## config.mk

```make
export PLATFORM = sky130hd
export DESIGN_NAME = ext_bus_ctrl
export DESIGN_NICKNAME = d
export VERILOG_FILES = /design/src/rtl/ext_bus_ctrl.sv
export SDC_FILE = /design/constraint.sdc
export NUM_CORES = 1
export LEC_CHECK = 0
export BUFFER_PORTS_ARGS = -buffer_cell sky130_fd_sc_hd__buf_2
export CORE_UTILIZATION = 25
export CTS_BUF_LIST = sky130_fd_sc_hd__clkbuf_8
export DETAILED_ROUTE_END_ITERATION = 10
export HOLD_SLACK_MARGIN = 0.06
export SLEW_MARGIN = 40
export SYNTH_ARGS = -nofsm -noshare
export SYNTH_HDL_FRONTEND = slang
export SYNTH_SLANG_ARGS = --single-unit
```

## constraint.sdc

```tcl
create_clock -name clk -period 2.95 [get_ports clk]
set_input_delay 0.295 -clock clk [delete_from_list [all_inputs] [get_ports clk]]
set_output_delay 0.295 -clock clk [all_outputs]
set_load 0.05 [all_outputs]
```

## src/rtl/ext_bus_ctrl.sv

```systemverilog
module ext_bus_ctrl #(
  parameter int AW = 16,
  parameter int WW = 4,
  parameter int NB = 4
) (
  input  logic             clk,
  input  logic             rst_n,
  input  logic             req_valid,
  output logic             req_ready,
  input  logic             req_we,
  input  logic [AW-1:0]    req_addr,
  input  logic [15:0]      req_wdata,
  output logic             rsp_valid,
  output logic [15:0]      rsp_rdata,
  output logic             rsp_err,
  input  logic [NB*AW-1:0] cfg_lo,
  input  logic [NB*AW-1:0] cfg_hi,
  input  logic [NB*WW-1:0] cfg_rd_wait,
  input  logic [NB*WW-1:0] cfg_wr_wait,
  input  logic [NB*2-1:0]  cfg_mode,
  input  logic [2:0]       cfg_div,
  input  logic             cfg_bus8,
  input  logic             cfg_rd_pol,
  input  logic             cfg_wr_pol,
  output logic [NB-1:0]    mem_sel_n,
  output logic [AW:0]      mem_addr,
  output logic             mem_rd,
  output logic             mem_wr,
  output logic             mem_oe,
  output logic [15:0]      mem_dout,
  input  logic [15:0]      mem_din,
  input  logic             mem_ack
);
  localparam int BW = (NB > 1) ? $clog2(NB) : 1;

  typedef enum logic [2:0] {S_IDLE, S_SETUP, S_STROBE, S_HOLD, S_MISS} st_t;
  st_t state;

  logic [5:0] dcnt, ratio;
  logic tick;
  always_comb
    case (cfg_div)
      3'd1: ratio = 6'd2;
      3'd2: ratio = 6'd4;
      3'd3: ratio = 6'd16;
      3'd4: ratio = 6'd32;
      default: ratio = 6'd1;
    endcase
  assign tick = (dcnt >= ratio - 6'd1);

  always_ff @(posedge clk or negedge rst_n)
    if (!rst_n) dcnt <= '0;
    else dcnt <= tick ? 6'd0 : dcnt + 6'd1;

  logic hit;
  logic [BW-1:0] hit_idx;
  always_comb begin
    hit = 1'b0;
    hit_idx = '0;
    for (int i = NB - 1; i >= 0; i--)
      if (req_addr >= cfg_lo[i*AW +: AW] && req_addr <= cfg_hi[i*AW +: AW]) begin
        hit = 1'b1;
        hit_idx = BW'(i);
      end
  end

  logic [AW-1:0] addr_q;
  logic [15:0]   wdata_q, rdata_q;
  logic [BW-1:0] bank_q;
  logic [WW-1:0] wcnt, wload;
  logic [1:0]    mode;
  logic          we_q, byte_q, done, busy;

  assign wload = we_q ? cfg_wr_wait[bank_q*WW +: WW] : cfg_rd_wait[bank_q*WW +: WW];
  assign mode  = cfg_mode[bank_q*2 +: 2];

  always_comb
    case (mode)
      2'b00: done = (wcnt == '0);
      2'b01: done = mem_ack;
      2'b10: done = (wcnt == '0) && mem_ack;
      default: done = (wcnt == '0) || mem_ack;
    endcase

  always_ff @(posedge clk or negedge rst_n)
    if (!rst_n) begin
      state <= S_IDLE; addr_q <= '0; wdata_q <= '0; rdata_q <= '0; bank_q <= '0;
      wcnt <= '0; we_q <= 1'b0; byte_q <= 1'b0; rsp_valid <= 1'b0; rsp_err <= 1'b0;
    end else begin
      rsp_valid <= 1'b0;
      if (tick)
        case (state)
          S_IDLE: if (req_valid) begin
            addr_q <= req_addr; wdata_q <= req_wdata; we_q <= req_we; bank_q <= hit_idx;
            byte_q <= 1'b0; rdata_q <= '0; rsp_err <= 1'b0;
            state <= hit ? S_SETUP : S_MISS;
          end
          S_SETUP: begin
            wcnt  <= wload;
            state <= S_STROBE;
          end
          S_STROBE: if (done) begin
            state <= S_HOLD;
            if (!we_q) begin
              if (!cfg_bus8)  rdata_q <= mem_din;
              else if (byte_q) rdata_q[15:8] <= mem_din[7:0];
              else rdata_q[7:0] <= mem_din[7:0];
            end
          end else if (wcnt != '0) wcnt <= wcnt - 1'b1;
          S_HOLD: if (cfg_bus8 && !byte_q) begin
            byte_q <= 1'b1;
            state  <= S_SETUP;
          end else begin
            state <= S_IDLE;
            rsp_valid <= 1'b1;
          end
          default: begin
            state <= S_IDLE;
            rsp_valid <= 1'b1;
            rsp_err <= 1'b1;
          end
        endcase
    end

  assign busy      = (state == S_SETUP) || (state == S_STROBE) || (state == S_HOLD);
  assign req_ready = (state == S_IDLE) && tick;
  assign rsp_rdata = rdata_q;

  always_comb
    for (int i = 0; i < NB; i++)
      mem_sel_n[i] = !(busy && bank_q == BW'(i));

  assign mem_rd   = (state == S_STROBE && !we_q) ? cfg_rd_pol : !cfg_rd_pol;
  assign mem_wr   = (state == S_STROBE && we_q)  ? cfg_wr_pol : !cfg_wr_pol;
  assign mem_oe   = busy && we_q;
  assign mem_addr = cfg_bus8 ? {addr_q, byte_q} : {1'b0, addr_q};
  assign mem_dout = cfg_bus8 ? {8'h00, byte_q ? wdata_q[15:8] : wdata_q[7:0]} : wdata_q;

  assert_sel_onehot_R1: assert property (@(posedge clk) disable iff (!rst_n)
    $onehot0(~mem_sel_n));
  assert_strobe_has_sel_R1: assert property (@(posedge clk) disable iff (!rst_n)
    ((mem_rd == cfg_rd_pol) || (mem_wr == cfg_wr_pol)) |-> !(&mem_sel_n));
  assert_miss_zero_R2: assert property (@(posedge clk) disable iff (!rst_n)
    (rsp_valid && rsp_err) |-> (rsp_rdata == 16'h0000));
  assert_tick_gates_R5: assert property (@(posedge clk) disable iff (!rst_n)
    !tick |=> $stable(state));
  assert_no_dual_strobe_R8: assert property (@(posedge clk) disable iff (!rst_n)
    !((mem_rd == cfg_rd_pol) && (mem_wr == cfg_wr_pol)));
  assert_rsp_pulse_R9: assert property (@(posedge clk) disable iff (!rst_n)
    rsp_valid |=> !rsp_valid);
  assert_ready_idle_R9: assert property (@(posedge clk) disable iff (!rst_n)
    req_ready |-> (&mem_sel_n));
endmodule

```

# [Word level (Yosys, flattened, before mapping)]
# Index checks and enable logic that the tools add are counted.
# W data, S select, Z words.
[word_totals] register_bits=67 latch_bits=0 ramBits=0 rom_bits=0 input_bits=227 out_inout_bits=59 n_memories=0
[classes] add_sub_neg=3 multipliers=0 div=0 magnitude_cmp=9 eq_ne=20 n_shift=3 muxes=39 bitwise=1 reduce_logical=42
[op_table] op="$mux W16" n=5
[op_table] op="$ge A16 B16 Y1" n=4
[op_table] op="$le A16 B16 Y1" n=4
[op_table] op="$pmux W16 S2" n=1
[op_table] op="$shiftx A16 B5 Y4" n=2
[op_table] op="$mux W8" n=3
[op_table] op="$pmux W6 S4" n=1
[op_table] op="$mux W17" n=1
[op_table] op="$logic_and A1 B1 Y1" n=14
[op_table] op="$eq A3 B2 Y1 const B" n=4
[op_table] op="$mux W4" n=3
[op_table] op="$ne A2 B2 Y1 const B" n=6
[op_table] op="$pmux W3 S4" n=1
[op_table] op="$reduce_and A6 Y1" n=2
[op_table] op="$mux W1" n=11
[op_table] op="$mux W3" n=3
[op_table] op="$reduce_and A3 Y1" n=3
[op_table] op="$logic_not A1 Y1" n=8
[op_table] op="$mux W2" n=4
[op_table] op="$pmux W4 S2" n=1
[op_table] op="$reduce_and A4 Y1" n=2
[op_table] op="$shiftx A8 B4 Y2" n=1
[op_table] op="$add A6 B1 Y6 const B" n=1
[op_table] op="$eq A2 B2 Y1 const B" n=3
[op_table] op="other kinds (18)" n=29

# [Depth between registers and ports, before layout]
[logic_depth] depth_word=9 depth_mapped=13 ltp_nobuf=11

# [Worst setup path after synthesis]
# Ideal clock, no wire load.
[synth_timing] kind="input to register" start="input port cfg_div[1]" end="register addr_q[13]" arrival_ns=2.562 t_required_ns=2.825 setup_slack_ns=0.263 path_stages=12 cell_sequence="nor2b_1 a21oi_1 inv_1 ha_1 ha_1 a21o_1 a21oi_1 o21ai_1 nand3_1 buf_2 buf_2 mux2_2"
[synth_via] elab_chain_cells=5 elab_cells_between_ends=8 cone_classes="add/sub (1); order compare (1); eq/ne (4); mux (1); reduce/logical (1)"
[synth_lines] element="start, declared" line_no="21" text="input logic [2:0] cfg_div,"
[synth_lines] element="$eq A3 B3 Y1, or another cell as far along" line_no="42" text="case (cfg_div)"
[synth_lines] element="$pmux W6 S4 *" line_no="42"
[synth_lines] element="$sub A6 B1 Y6 *" line_no="49" text="assign tick = (dcnt >= ratio - 6'd1);"
[synth_lines] element="$ge A6 B6 Y1 *" line_no="49"
[synth_lines] element="$reduce_and A3 Y1 (no line) *"
[synth_lines] element="end signal, assigned" line_no="94" text="addr_q <= req_addr; wdata_q <= req_wdata; we_q <= req_we; bank_q <= hit_idx;"
[synth_lines] element="end, declared" line_no="67" text="logic [AW-1:0] addr_q;"
# Mark *: on every way between the ends. The rest lies on a longest branch, timed or not.
# A chain may end at the register's enable or synchronous reset.

# [Worst setup path in the final report]
[layout_timing] start="register bank_q[0]" end="register rdata_q[6] (netlist: rsp_rdata[6])"
[layout_via] elab_chain_cells=5 elab_cells_between_ends=7 cone_classes="eq/ne (3); shift (1); mux (1); reduce/logical (2)"
[layout_lines] element="start, declared" line_no="69" text="logic [BW-1:0] bank_q;"
[layout_lines] element="start signal, assigned" line_no="94"
[layout_lines] element="$shiftx A8 B4 Y2 *" line_no="75" text="assign mode = cfg_mode[bank_q*2 +: 2];"
[layout_lines] element="$eq A2 B2 Y1, or another cell as far along" line_no="78" text="case (mode)"
[layout_lines] element="$pmux W1 S3 *" line_no="78"
[layout_lines] element="$ne A2 B2 Y1 (no line) *"
[layout_lines] element="$reduce_and A6 Y1 (no line) *"
[layout_lines] element="end signal, assigned" line_no="105" text="if (!cfg_bus8) rdata_q <= mem_din;"
[layout_lines] element="end signal, assigned" line_no="107" text="else rdata_q[7:0] <= mem_din[7:0];"
[layout_lines] element="end, declared" line_no="68" text="logic [15:0] wdata_q, rdata_q;"
# Marks and branches as above.

==> impl_metrics.toml <==
[run_status]
status = "finished clean"

[cells_and_area]
antenna_cells = 0
final_util_pct = 33.5
final_net_count = 1414
area_growth_pct = 31.4
drive_above_1_share_pct = 37.9
register_area_um2 = 1680
fillers = 2866
multiInputGateArea_um2 = 4640
stdcell_count = 1396

[timing]
finalMaxSlewViolations = 0
max_freq_mhz = 374
fin_setup_tns_ns = 0
fin_crit_sh_pct = 90.8
hold_viol = 0
tightest_slew_ns = 0.755
layout_setup_ws_ns = 0.273
rsz0062_at_grt = "no"
slew_headroom_pct = 49.4
finalCriticalPeriod_ns = 2.68
setup_violations = 0
skew_ns = 0.0164

[flow_run]
cap_viol_max_count = 0

[cts]
path_clk_slew_ns = 0.09
clk_latency_ns = 0.37
clock-sinks = 67
ctsLongestPathBuffers = 2
postCtsResizedCells = 0
cts_tree = "done"
h-tree-depth = 3
cts_root_buf = "clkbuf_8"
cts_buffers = 9

[hold_path]
worstHoldPathType = "primary input to flop"
worstHoldStart = "mem_din[5]"
holdPathStages = 2
min_to = "rsp_rdata[5]"

[critical_path]
r2r_setup_slack_ns = 0.27
cp_data_arrival_time_ns = 2.94
cp-end-kind = "flop"
required_ns = 3.21
critPathSlowestCell = "dfrtp_1"
timing.rr.start = "bank_q[0]"
path_max_fanout = 8
path_cells = "mux4_2 > xnor2_1 > o21bai_1 > a221oi_4 > o211ai_1 > a22o_1"
reg2reg_depth = 6
r2r_end = "rsp_rdata[6]"
crit_path_max_incr_delay_ns = 0.65
path_class = "flop to flop"
crit_path_start_kind = "flop"

[die]
dieWidth_um = 168
initial_utilization_pct = 25.5
die_h_um = 168
ios = 286
coreArea_um2 = 27000
fp-row-count = 60
die_area_um2 = 28200

[place]
io_buffers = 285
placedCellCount = 1378
place_ws_ns = 0.128
dp_hpwl_um = 19900
place_congestion = 0.915

[detailed_routing]
via_count = 6643
viasPerCell = 4.76
dr.pass1.iters = 5
postRouteAntennaNets = 0
routed_wl_um = 23400
drtIter0Drc = 272
wl_per_cell_um = 16.8
drc = 0

[global_route]
track_usage_pct = 16.7
grt_max_degree = 40
grt_pass1_wl_um = 36100
grt.overflow.total = 0
grt_pass1_vias = 6707
antenna_found_initial = 4

[logic_synthesis]
avgSynthCellArea_um2 = 9.15
ys.flop_type = "dfrtp_1"
synth-edff-count = 0
yosys.area.top_type = "ha_1"
synth.top_cells.by_area = "ha_1 (25%), dfrtp_1 (24%), mux2_2 (10%), inv_1 (7.2%), a21oi_1 (3.3%)"
ys_types = 57
syn_area_um2 = 6890
async_reset_ff_share_pct = 100
ys_warn_count = 0
ys_seq_elements = 67
synth_nets = 1117
netlist_instances = 753
yosysSeqAreaShare_pct = 24.3
synth_top_area_share_pct = 24.9

[pwr]
powerDensity_nw_per_um2 = 697
p_leak_uw = 0.00503
vdd_drop_max_v = 0.000476
==> cells in the mapped netlist (7+ instances only) <==
cell type	number
a22o_1	11
ha_1	137
mux2i_1	10
a21oi_1	46
mux4_2	10
nor2_1	34
inv_1	133
mux2_2	64
nand3_1	16
a21o_1	11
nor3_1	10
o21a_1	7
o21ai_0	16
nand2_1	37
nand4_1	19
nor2b_1	17
dfrtp_1	67
clkbuf_1	9
==> cell families (layout without fill, tap and decap cells) <==
family,after synthesis,after routing,share of synthesized area [%]
adders and majority gates,137,137,24.9
xor gates and xnor gates,9,9,1.14
DFF,67,67,24.3
muxes,84,84,15.2
buffers and inverters,151,453,8.34
AOI/OAI and AO/OA,140,140,13.9
and+or+nand+nor,164,164,12.1
other,1,1,0.0544
==> layer usage <==
layer,vias up,part of all wire (%),GRT usage [%]
li1,3273,-,-
met2,270,48,29.5
met3,21,7.5,4.40
met1,3075,43,20.5
met4,4,0.93,3.15
met5,-,0.12,0
==> flip-flops by register name, summed over array words and instances, names as in the netlist, 2 cells and up <==
register / cells
addr_q: 16
bank_q: 2
dcnt: 6
rsp_rdata: 16
state: 3
wcnt: 4
wdata_q: 16
==> timing repair <==
| action | 4_1_cts | 5_1_grt |
|---|---|---|
| setup buffers | 0 | 1 |
| hold buffers | 1 | 0 |
| endpoints found under the hold margin | 18 | 0 |
| setup endpoints to repair | 0 | 1 |
==> worst max-delay path: cells and delay by family, from the launching register on <==
family	cells	cell delay [ns]
muxes	1	0.60
DFF	1	0.65
xor gates and xnor gates	1	0.18
AOI/OAI and AO/OA	4	1.15
==> worst max-delay path by stage <==
stage	start	to
after detailed placement	cfg_div[1]	rsp_rdata[6]
after global placement	req_addr[1]	state[2]
after global routing	dcnt[0]	req_ready
final	bank_q[0]	rsp_rdata[6]
after CTS	dcnt[0]	req_ready
after floorplan	cfg_div[1]	addr_q[13]
==> report_power, final <==
group	switching (µW)	internal, µW	leakage [µW]	total, µW
clock network	400	481	0.000110	881
registers	378	1310	0.000848	1680
logic	2350	1390	0.00408	3740
==> placed cells by master (no fill, tap or decap), types with 4 or more instances in the layout <==
cell | Yosys | layout
a221oi_1 | 4 | 4
a21oi_1 | 46 | 46
nand3_1 | 16 | 15
a21o_1 | 11 | 11
xnor2_1 | 5 | 5
nand4_1 | 19 | 19
nor2_1 | 34 | 34
inv_1 | 133 | 133
nor2b_1 | 17 | 17
ha_1 | 137 | 137
mux4_2 | 10 | 10
mux2_2 | 64 | 64
a22o_1 | 11 | 11
and4_1 | 4 | 4
o211ai_1 | 6 | 6
a31oi_1 | 4 | 4
buf_2 | 6 | 285
o21ai_0 | 16 | 16
o21a_1 | 7 | 7
clkbuf_8 | 0 | 9
dfrtp_1 | 67 | 67
nand2_1 | 37 | 37
mux2i_1 | 10 | 10
nor3_1 | 10 | 10
or3_1 | 4 | 4
buf_4 | 0 | 17
a211oi_1 | 4 | 4
nand2b_1 | 6 | 6
a2111oi_0 | 4 | 4
xor2_1 | 4 | 4
and2_1 | 6 | 6
==> metrics by stage <==
| step | total power [µW] | hold slack (ns) | cell area, µm² |
|---|---|---|---|
| after floorplan | 4360 | -0.000591 | 6890 |
| after CTS | 6390 | 0.130 | 9040 |
| after global placement | 5420 | 0.294 | 8810 |
| final | 6310 | 0.157 | 9050 |
| after detailed placement | 5470 | 0.302 | 8810 |
| after global routing | 6750 | 0.126 | 9050 |
==> layout make-up <==
cell class | count | area share [%]
inverters | 133 | 5.52
well taps | 341 | 4.71
multi-input cells | 535 | 51.3
clock buffers | 9 | 1.37
clock inverters | 7 | 1.09
flip-flops and latches | 67 | 18.5
repair buffers | 304 | 17.5
Note: power is estimated with default switching activity, not from simulation.
